### src/rtl/ibi_resp_pkg.sv
package ibi_resp_pkg;
  localparam logic [7:0] DISEC_CODE   = 8'h81;
  localparam logic [7:0] DISEC_DISINT = 8'h01;

  typedef enum logic [1:0] {ST_IDLE, ST_LOOK, ST_CMD, ST_PAY} ibi_state_e;

  typedef struct packed {
    logic known;
    logic rej;
    logic pay_req;
    logic mdb_ok;
  } ibi_lookup_t;
endpackage

### src/rtl/ibi_sec_reject.sv
module ibi_sec_reject #(
  parameter int VEC_W  = 32,
  parameter int ADDR_W = 7
) (
  input  logic [ADDR_W-1:0] addr,
  input  logic [VEC_W-1:0]  vec,
  output logic              reject
);
  localparam int IDX_W = $clog2(VEC_W);

  logic [IDX_W-1:0] lo, hi, idx;

  always_comb begin
    lo  = addr[IDX_W-1:0];
    hi  = IDX_W'(addr >> IDX_W);
    idx = lo + hi;
    reject = vec[idx];
  end
endmodule

### src/rtl/ibi_dev_table.sv
module ibi_dev_table #(
  parameter int ENTRIES = 8,
  parameter int ADDR_W  = 7
) (
  input  logic                       clk,
  input  logic                       rst,
  input  logic                       we,
  input  logic [$clog2(ENTRIES)-1:0] widx,
  input  logic                       w_valid,
  input  logic [ADDR_W-1:0]          w_addr,
  input  logic                       w_reject,
  input  logic                       w_payload,
  input  logic                       w_mdb,
  input  logic [ADDR_W-1:0]          srch_addr,
  output logic                       hit,
  output logic                       hit_reject,
  output logic                       hit_payload,
  output logic                       hit_mdb
);
  logic [ENTRIES-1:0] valid_q;
  logic [ADDR_W-1:0]  addr_q [ENTRIES];
  logic [ENTRIES-1:0] rej_q, pay_q, mdb_q;
  logic [ENTRIES-1:0] match;

  always_ff @(posedge clk) begin
    if (rst) valid_q <= '0;
    else if (we) valid_q[widx] <= w_valid;
  end

  always_ff @(posedge clk) begin
    if (we) begin
      addr_q[widx] <= w_addr;
      rej_q[widx]  <= w_reject;
      pay_q[widx]  <= w_payload;
      mdb_q[widx]  <= w_mdb;
    end
  end

  for (genvar g = 0; g < ENTRIES; g++) begin : g_cmp
    assign match[g] = valid_q[g] && (addr_q[g] == srch_addr);
  end

  always_comb begin
    hit = 1'b0;
    hit_reject = 1'b0;
    hit_payload = 1'b0;
    hit_mdb = 1'b0;
    for (int i = ENTRIES - 1; i >= 0; i--) begin
      if (match[i]) begin
        hit = 1'b1;
        hit_reject = rej_q[i];
        hit_payload = pay_q[i];
        hit_mdb = mdb_q[i];
      end
    end
  end

  assert_hit_valid_R2: assert property (@(posedge clk) disable iff (rst)
    hit |-> (valid_q != '0));
endmodule

### src/rtl/ibi_resp_fsm.sv
module ibi_resp_fsm
  import ibi_resp_pkg::*;
#(
  parameter int ADDR_W = 7,
  parameter int CNT_W  = 8
) (
  input  logic              clk,
  input  logic              rst,
  input  logic              mode_sec,
  input  logic              sec_payload_en,
  input  logic              rej_notify,
  input  logic              vec_reject,
  input  logic              tbl_hit,
  input  logic              tbl_reject,
  input  logic              tbl_payload,
  input  logic              tbl_mdb,
  input  logic              req_valid,
  input  logic [ADDR_W-1:0] req_addr,
  output logic              req_ready,
  output logic [ADDR_W-1:0] cap_addr,
  output logic              dec_valid,
  output logic              dec_ack,
  output logic              dec_payload,
  input  logic              pl_byte,
  input  logic              pl_end,
  output logic              cmd_valid,
  input  logic              cmd_ready,
  output logic              sts_valid,
  output logic              sts_ack,
  output logic              sts_unknown,
  output logic              sts_cfg_err,
  output logic [CNT_W-1:0]  sts_count
);
  localparam logic [CNT_W-1:0] CNT_MAX = '1;

  ibi_state_e  state;
  ibi_lookup_t lk;
  logic        ack_c, pay_go_c, cfg_c;

  always_comb begin
    lk.known   = mode_sec | tbl_hit;
    lk.rej     = mode_sec ? vec_reject : tbl_reject;
    lk.pay_req = mode_sec ? sec_payload_en : tbl_payload;
    lk.mdb_ok  = mode_sec | tbl_mdb;
    ack_c      = lk.known & ~lk.rej;
    pay_go_c   = ack_c & lk.pay_req & lk.mdb_ok;
    cfg_c      = ack_c & lk.pay_req & ~lk.mdb_ok;
  end

  assign req_ready = (state == ST_IDLE);

  always_ff @(posedge clk) begin
    if (rst) begin
      state       <= ST_IDLE;
      cap_addr    <= '0;
      dec_valid   <= 1'b0;
      dec_ack     <= 1'b0;
      dec_payload <= 1'b0;
      cmd_valid   <= 1'b0;
      sts_valid   <= 1'b0;
      sts_ack     <= 1'b0;
      sts_unknown <= 1'b0;
      sts_cfg_err <= 1'b0;
      sts_count   <= '0;
    end else begin
      dec_valid <= 1'b0;
      sts_valid <= 1'b0;
      unique case (state)
        ST_IDLE: begin
          if (req_valid) begin
            cap_addr <= req_addr;
            state    <= ST_LOOK;
          end
        end
        ST_LOOK: begin
          dec_valid   <= 1'b1;
          dec_ack     <= ack_c;
          dec_payload <= pay_go_c;
          sts_ack     <= ack_c;
          sts_unknown <= ~lk.known;
          sts_cfg_err <= cfg_c;
          sts_count   <= '0;
          if (!lk.known) begin
            sts_valid <= 1'b1;
            state     <= ST_IDLE;
          end else if (lk.rej) begin
            cmd_valid <= 1'b1;
            state     <= ST_CMD;
          end else if (pay_go_c) begin
            state <= ST_PAY;
          end else begin
            sts_valid <= 1'b1;
            state     <= ST_IDLE;
          end
        end
        ST_CMD: begin
          if (cmd_ready) begin
            cmd_valid <= 1'b0;
            sts_valid <= rej_notify;
            state     <= ST_IDLE;
          end
        end
        ST_PAY: begin
          if (pl_byte && sts_count != CNT_MAX) sts_count <= sts_count + 1'b1;
          if (pl_end) begin
            sts_valid <= 1'b1;
            state     <= ST_IDLE;
          end
        end
        default: state <= ST_IDLE;
      endcase
    end
  end

  assert_dec_pulse_R3: assert property (@(posedge clk) disable iff (rst)
    dec_valid |=> !dec_valid);
  assert_busy_after_accept_R3: assert property (@(posedge clk) disable iff (rst)
    (req_valid && req_ready) |=> !req_ready);
  assert_cmd_hold_R4: assert property (@(posedge clk) disable iff (rst)
    (cmd_valid && !cmd_ready) |=> (cmd_valid && $stable(cap_addr)));
  assert_cmd_after_nack_R4: assert property (@(posedge clk) disable iff (rst)
    $rose(cmd_valid) |-> (dec_valid && !dec_ack));
  assert_unknown_nack_R6: assert property (@(posedge clk) disable iff (rst)
    (sts_valid && sts_unknown) |-> (!sts_ack && !cmd_valid));
  assert_payload_needs_ack_R7: assert property (@(posedge clk) disable iff (rst)
    (dec_valid && dec_payload) |-> dec_ack);
  assert_cfg_err_on_ack_R9: assert property (@(posedge clk) disable iff (rst)
    (sts_valid && sts_cfg_err) |-> (sts_ack && !mode_sec));
endmodule

### src/rtl/ibi_resp_ctrl.sv
module ibi_resp_ctrl
  import ibi_resp_pkg::*;
#(
  parameter int ADDR_W  = 7,
  parameter int VEC_W   = 32,
  parameter int ENTRIES = 8,
  parameter int CNT_W   = 8
) (
  input  logic                       clk,
  input  logic                       rst,
  input  logic                       mode_sec,
  input  logic [VEC_W-1:0]           reject_vec,
  input  logic                       sec_payload_en,
  input  logic                       rej_notify,
  input  logic                       tbl_we,
  input  logic [$clog2(ENTRIES)-1:0] tbl_idx,
  input  logic                       tbl_valid,
  input  logic [ADDR_W-1:0]          tbl_addr,
  input  logic                       tbl_reject,
  input  logic                       tbl_payload,
  input  logic                       tbl_mdb,
  input  logic                       req_valid,
  input  logic [ADDR_W-1:0]          req_addr,
  output logic                       req_ready,
  output logic                       dec_valid,
  output logic                       dec_ack,
  output logic                       dec_payload,
  input  logic                       pl_byte,
  input  logic                       pl_end,
  output logic                       cmd_valid,
  input  logic                       cmd_ready,
  output logic [7:0]                 cmd_code,
  output logic [ADDR_W-1:0]          cmd_addr,
  output logic [7:0]                 cmd_data,
  output logic                       cmd_restart,
  output logic                       sts_valid,
  output logic [ADDR_W-1:0]          sts_addr,
  output logic                       sts_ack,
  output logic                       sts_unknown,
  output logic                       sts_cfg_err,
  output logic [CNT_W-1:0]           sts_count
);
  logic [ADDR_W-1:0] cap_addr;
  logic vec_reject, t_hit, t_rej, t_pay, t_mdb;

  ibi_sec_reject #(.VEC_W(VEC_W), .ADDR_W(ADDR_W)) u_hash (
    .addr(cap_addr), .vec(reject_vec), .reject(vec_reject)
  );

  ibi_dev_table #(.ENTRIES(ENTRIES), .ADDR_W(ADDR_W)) u_table (
    .clk(clk), .rst(rst), .we(tbl_we), .widx(tbl_idx), .w_valid(tbl_valid),
    .w_addr(tbl_addr), .w_reject(tbl_reject), .w_payload(tbl_payload),
    .w_mdb(tbl_mdb), .srch_addr(cap_addr), .hit(t_hit), .hit_reject(t_rej),
    .hit_payload(t_pay), .hit_mdb(t_mdb)
  );

  ibi_resp_fsm #(.ADDR_W(ADDR_W), .CNT_W(CNT_W)) u_fsm (
    .clk(clk), .rst(rst), .mode_sec(mode_sec), .sec_payload_en(sec_payload_en),
    .rej_notify(rej_notify), .vec_reject(vec_reject), .tbl_hit(t_hit),
    .tbl_reject(t_rej), .tbl_payload(t_pay), .tbl_mdb(t_mdb),
    .req_valid(req_valid), .req_addr(req_addr), .req_ready(req_ready),
    .cap_addr(cap_addr), .dec_valid(dec_valid), .dec_ack(dec_ack),
    .dec_payload(dec_payload), .pl_byte(pl_byte), .pl_end(pl_end),
    .cmd_valid(cmd_valid), .cmd_ready(cmd_ready), .sts_valid(sts_valid),
    .sts_ack(sts_ack), .sts_unknown(sts_unknown), .sts_cfg_err(sts_cfg_err),
    .sts_count(sts_count)
  );

  assign cmd_code    = DISEC_CODE;
  assign cmd_data    = DISEC_DISINT;
  assign cmd_restart = 1'b1;
  assign cmd_addr    = cap_addr;
  assign sts_addr    = cap_addr;
endmodule

### config.mk
export PLATFORM = sky130hd
export DESIGN_NAME = ibi_resp_ctrl
export DESIGN_NICKNAME = d
export VERILOG_FILES = /design/src/rtl/ibi_resp_pkg.sv /design/src/rtl/ibi_sec_reject.sv /design/src/rtl/ibi_dev_table.sv /design/src/rtl/ibi_resp_fsm.sv /design/src/rtl/ibi_resp_ctrl.sv
export SDC_FILE = /design/constraint.sdc
export NUM_CORES = 1
export LEC_CHECK = 0
export ABC_AREA = 1
export BUFFER_PORTS_ARGS = -buffer_cell sky130_fd_sc_hd__buf_2
export CAP_MARGIN = 10
export CELL_PAD_IN_SITES_DETAIL_PLACEMENT = 0
export CELL_PAD_IN_SITES_GLOBAL_PLACEMENT = 1
export CORE_UTILIZATION = 37
export DETAILED_ROUTE_END_ITERATION = 12
export GPL_ROUTABILITY_DRIVEN = 0
export PLACE_DENSITY_LB_ADDON = 0.1
export SYNTH_ARGS = -nofsm -noshare
export SYNTH_HDL_FRONTEND = slang
export SYNTH_HIERARCHICAL = 1
export SYNTH_SLANG_ARGS = --single-unit
### constraint.sdc
create_clock -name clk -period 2.4 [get_ports clk]
set_input_delay 0.12 -clock clk [delete_from_list [all_inputs] [get_ports clk]]
set_output_delay 0.12 -clock clk [all_outputs]
set_load 0.01 [all_outputs]
# Word level (Yosys, flattened, before mapping)
# Memories as Yosys holds them, arrays and structs flattened.
# Index checks and enable logic that the tools add are counted.
# Widths: inputs -> output; s select.
word_totals:
  regBits: 56
  ramBits: 56
  inputBits: 63
  output_inout_bits: 48
  word_cells: 128
  memories: 1
mem_list:
  columns: ["name", "depth", "width", "rd", "rd_clocked_by_memory_dff", "wr", "line", "rtl"]
  rows:
  - ["u_table.addr_q", 8, 7, 8, 0, 1, "ibi_dev_table.sv:21", "logic [ADDR_W-1:0] addr_q [ENTRIES];"]
op_classes:
  add_sub_neg: 2
  magnitude_cmp: 3
  n_eq_ne: 18
  mux: 64
  n_bitwise: 9
  n_reduce_logical: 17
op_table:
  columns: ["operator", "count"]
  rows:
  - ["$eq 7x7->1", 8]
  - ["$mux 1", 47]
  - ["$bwmux 8", 4]
  - ["$pmux 8 s2", 1]
  - ["$mux 2", 6]
  - ["$logic_and 1x1->1", 10]
  - ["$add 8x1->8 const B", 1]
  - ["$mux 8", 1]
  - ["$ne 8x8->1 const B", 1]
  - ["$pmux 2 s4", 1]
  - ["$lt 5x6->1 const B", 1]
  - ["$ne 2x1->1 const B", 3]
  - ["$ne 2x2->1 const B", 3]
  - ["$add 5x2->5", 1]
  - ["$bmux 1 s5", 1]
  - ["$and 1x1->1", 4]
  - ["$eq 2x2->1 const B", 2]
  - ["$lt 3x4->1 const B", 1]
  - ["$reduce_and 2->1", 2]
  - ["$reduce_and 4->1", 1]
  - ["$reduce_bool 2->1", 2]
  - ["$demux 1 s3", 1]
  - ["$ge 3x1->1 const B", 1]
  - ["$not 1->1", 3]
  - ["6 further kinds", 7]

# Longest topological paths before layout
# An unclocked memory read counts as a cell.
depth:
  word_depth: 20
  depth_mapped: 23
  mapped_depth_nobuf: 22

# By module
# The synthesis kept the hierarchy.
modules_own_cells:
  columns: ["module", "instances", "cells_each", "area_each_um2", "seq_area_each_um2"]
  rows:
  - ["ibi_dev_table", 1, 408, 4091.4, 2562.5]
  - ["ibi_resp_fsm", 1, 163, 1131.1, 480.5]
  - ["ibi_sec_reject", 1, 119, 566.8, 0.0]
  - ["ibi_resp_ctrl", 1, 26, 187.7, 0.0]

# Least setup slack after synthesis
# Ideal clock, no wire load.
synth_path:
  path_type: "reg2reg"
  from: "register u_fsm.cap_addr[5]"
  to: "register u_fsm.state[1]"
  setup_ns: 0.071
  arrival_time_ns: 2.408
  required_time_ns: 2.329
  slack_ns: -0.079
  path_stages_with_launch: 21
  n_path_buf: 1
  period_less_slack_ns: 2.479
  cell_sequence: "dfxtp_1 > ha_1 > inv_1 > fa_1 > buf_4 > inv_2 > nand3_1 > nand3_1 > nand3_1 > nand2_1 > nand2_1 > nand2_1 > inv_1 > nand2_1 > nand2_1 > nand2_1 > nor2_1 > nand2_1 > nand2_1 > nand2_1 > a21oi_1"
synth_between:
  word_cells_on_any_way: 63
  classes_between: "add/sub (1); eq/ne (8); mux (40); bitwise (6); reduce/logical (8)"
synth_lines:
  columns: ["element", "line", "rtl"]
  rows:
  - ["start: declaration", "ibi_resp_fsm.sv:20", "output logic [ADDR_W-1:0] cap_addr,"]
  - ["start signal: assignment", "ibi_resp_fsm.sv:71", "cap_addr <= req_addr;"]
  - ["$add 5x2->5 *", "ibi_sec_reject.sv:16", "idx = lo + hi;"]
  - ["$bmux 1 s5 *", "ibi_sec_reject.sv:17", "reject = vec[idx];"]
  - ["$mux 1 (not written as such) *", "ibi_sec_reject.sv:17", null]
  - ["via vec_reject", "ibi_resp_ctrl.sv:44", "logic vec_reject, t_hit, t_rej, t_pay, t_mdb;"]
  - ["$mux 1 *", "ibi_resp_fsm.sv:42", "lk.rej = mode_sec ? vec_reject : tbl_reject;"]
  - ["$not 1->1", "ibi_resp_fsm.sv:45", "ack_c = lk.known & ~lk.rej;"]
  - ["$and 1x1->1", "ibi_resp_fsm.sv:45", null]
  - ["$and 1x1->1 (2 in a row)", "ibi_resp_fsm.sv:46", "pay_go_c = ack_c & lk.pay_req & lk.mdb_ok;"]
  - ["$mux 2", "ibi_resp_fsm.sv:89", "end else if (pay_go_c) begin"]
  - ["$mux 2 *", "ibi_resp_fsm.sv:86", "end else if (lk.rej) begin"]
  - ["$mux 2 *", "ibi_resp_fsm.sv:83", "if (!lk.known) begin"]
  - ["$pmux 2 s4 *", "ibi_resp_fsm.sv:68", "unique case (state)"]
  - ["end signal: assignment", "ibi_resp_fsm.sv:85", "state <= ST_IDLE;"]
  - ["end signal: assignment", "ibi_resp_fsm.sv:88", "state <= ST_CMD;"]
  - ["end signal: assignment", "ibi_resp_fsm.sv:90", "state <= ST_PAY;"]
  - ["end: declaration", "ibi_resp_fsm.sv:36", "ibi_state_e state;"]
# Mark *: on every way through the listed nets, which the timed path passes. The rest lies on a longest branch. The select of a mux whose other input is x is not followed.
# A chain may end at the register's enable or synchronous reset.

# Worst setup path after layout
# Same ends and word-level chain as after synthesis.

==> results.py <==
metrics = {
    "power": {
        "power_leakage_uw": 0.00339,
        "p_sw_share_pct": 29.6,
        "ir_drop_mv": 0.380,
        "power.switching_uw": 1390,
        "power_frac_clock_pct": 31.5,
        "p_per_area_mw_per_mm2": 629,
        "seqPwrFrac_pct": 46.8,
        "intPower_uw": 3290,
        "comb_power_share_pct": 21.7,
    },
    "placed_design": {
        "port_buffers": 93,
        "dp_slack_ps": -160,
        "dp_hpwl_um": 11700,
        "dpl.cell_count": 1044,
    },
    "synthesis": {
        "ys_types": 44,
        "synth_mux_area_share_pct": 0,
        "synth_top_family_by_area": "simple AND/OR/NAND/NOR gates",
        "synthSimpleGateAreaFrac_pct": 26.3,
        "synthXorXnorAreaFrac_pct": 3.20,
        "synth_seq_cells": 112,
        "synth.avg_cell_area_um2": 8.35,
        "seq_area_frac_synth_pct": 50.9,
        "synth_fa_ha_area_share_pct": 0.963,
        "yosysWarnings": 6,
        "ys.flop_type": "edfxtp_1",
        "async_flop_share_pct": 0,
        "synth_edf_count": 80,
        "syn-cell-area_mm2": 0.00598,
        "synth-compound-area-share_pct": 6.82,
        "netlist_instances": 716,
    },
    "routing": {
        "wl_um": 15300,
        "ant_nets": 0,
        "post_drt_wl_per_cell_um": 14.3,
        "drt_iter0_markers": 244,
        "via_per_inst": 4.58,
        "drc": 0,
        "dr_total_vias": 4884,
        "dr.pass1.iters": 4,
    },
    "timing": {
        "clock.fmax_ghz": 0.422,
        "skew_ps": 3.20,
        "setup_violations": 0,
        "rsz0062_at_grt": "true",
        "tns_ps": 0,
        "period_share_pct": 98.6,
        "post-route-min-period_ps": 2370,
        "final.setup.worst_slack_ps": 32.7,
        "hold_violations": 0,
        "hold_ws_ps": 1.66,
        "slew_violations": 0,
    },
    "global_route": {
        "overflow": 0,
        "grt.total_usage_pct": 18.8,
        "antenna_found_initial": 0,
        "grt_pass1_wl_um": 23500,
        "grt_max_degree": 20,
        "grt_pass1_vias": 4568,
    },
    "floorplanning": {
        "initial_utilization_pct": 37.8,
        "dieArea_mm2": 0.0167,
        "core-area_mm2": 0.0158,
        "die_w_um": 129,
        "ioPinCount": 111,
        "die_h_um": 129,
        "rows": 46,
    },
    "clock_tree": {
        "clkSinkCount": 112,
        "clk_latency_ps": 350,
        "cts.clk_slew.worst_paths_ps": 80,
        "cts_buffers": 9,
        "htreeDepth": 3,
        "clockBufferDepth": 2,
        "cts_root_buf": "clkbuf_16",
        "tritoncts": "yes",
    },
    "hold_path": {
        "hold_path.class": "input pin to register",
    },
    "cells_and_area": {
        "diodes": 0,
        "final_cell_mix": "198 x nand2_1, 93 x buf_2, 85 x inv_1",
        "fin_nets": 912,
        "syn2layout_area_growth_pct": 24.6,
        "final_common_cell": "nand2_1",
        "drive_above_1_share_pct": 30.1,
        "final-instance-count-excl-fill": 1066,
        "fin_util_pct": 47.0,
    },
    "critical_path": {
        "cp.arrival_ps": 2660,
        "required_ps": 2690,
        "cp-end-kind": "register",
        "critPathMaxFanout": 8,
        "start_kind": "register",
        "worstSetupPathType": "register to register",
    },
    "outcome": {
        "outcome": "finished clean",
    },
    "job": {
        "cap_violations": 0,
    },
}
## stage by stage
step | total power (uW) | cell area, um^2
floorplan | 2830 | 6030
global placement | 3120 | 6800
detailed placement | 3120 | 6800
CTS | 4680 | 7270
global route | 4930 | 7440
finish | 4680 | 7440
## critical path: stages (launching register included)
cell and delay [ps]:
dfxtp_4 380, ha_4 140, inv_2 30, fa_2 580
inv_4 70, nand2_1 90, nand3_2 80, nand3_2 80
nand2_1 50, nand2_1 70, nand2_2 70, inv_2 60
nand2_2 40, nand2_2 60, nand2_2 70, nor2_4 130
nand2_1 60, nand2_1 70, nand2_2 60, a21oi_2 120
## layer usage
| metal | global-route usage, % | part of all wire, % | wire length [um] |
|---|---|---|---|
| met4 | 6.02 | 1.3 | 194 |
| met1 | 24.1 | 46 | 6950 |
| met5 | 0 | 0 | 0 |
| met2 | 32.6 | 50 | 7550 |
| met3 | 2.77 | 3.7 | 557 |
## final timing paths
check | start | cells past startpoint | slack (ps) | endpoint
worst min-delay path | req_addr[6] | 3 | 2 | u_fsm/cap_addr[6]
worst max register to register | u_fsm/cap_addr[5] | 19 | 30 | u_fsm/state[1]
worst min register to register | u_fsm/sts_cfg_err | 2 | 460 | u_fsm/sts_cfg_err
worst max-delay path | u_fsm/cap_addr[5] | 19 | 30 | u_fsm/state[1]
## sequential cells by signal, indices dropped and copies added, names as in the netlist
signal             count
u_table/addr_q        56
u_fsm/dec_payload      1
u_table/mdb_q          8
u_fsm/cap_addr         7
u_fsm/sts_ack          1
u_table/rej_q          8
u_table/pay_q          8
u_fsm/sts_cfg_err      1
u_fsm/sts_unknown      1
u_fsm/sts_valid        1
u_fsm/dec_valid        1
u_table/valid_q        8
u_fsm/cmd_valid        1
u_fsm/sts_count        8
u_fsm/state            2
## final cells by class
cell class	instances	area (um^2)
fill	1549	8380
sequential	112	3060
multi-input combinational	477	2550
timing repair buffer	144	886
inverter	101	392
tap	216	270
clock buffer	10	239
clock inverter	6	50.0
## kinds of logic after synthesis
logic type      count (synthesis)
simple gates                  361
buf+inv                       142
flops                         112
compound gates                 74
xor+xnor                       21
fa+ha+maj                       4
other cells                     2
## synth_stat cells (3+ instances only)
cell      number  area [um^2]
buf_4         31          233
inv_1         91          342
o21ai_1        4         20.0
nand3b_1       3         22.5
edfxtp_1      80         2400
o21ai_0       30          150
xnor2_1       13          114
o211ai_1       5         37.5
nor2_4         3         33.8
nand4_1        5         31.3
nor3_1         4         20.0
nor2_1        67          251
ha_1           3         37.5
nor2_2         5         31.3
nand3_1       47          235
buf_6          6         67.6
dfxtp_1       32          641
a21oi_1       29          145
xor2_1         7         61.3
or2_2          4         25.0
nand2_1      206          773
nand2_2        8         50.1
inv_2          8         30.0
## power groups by stage
| stage | registers, uW | logic, uW | clock network, uW |
|---|---|---|---|
| floorplan | 2240 | 592 | 0 |
| global placement | 2230 | 886 | 0 |
| detailed placement | 2230 | 888 | 0 |
| CTS | 2190 | 966 | 1530 |
| global route | 2200 | 1140 | 1590 |
| finish | 2190 | 1010 | 1470 |
## timing repair
| item | CTS | global route |
|---|---|---|
| hold buffers | 1 | 0 |
| hold endpoints to repair | 1 | 0 |
| pin swaps | 35 | 20 |
| setup endpoints to repair | 7 | 7 |
| gates resized for setup | 45 | 37 |
| buffers inserted | 2 | 5 |
No activity file was read; power rests on OpenSTA's default activity.
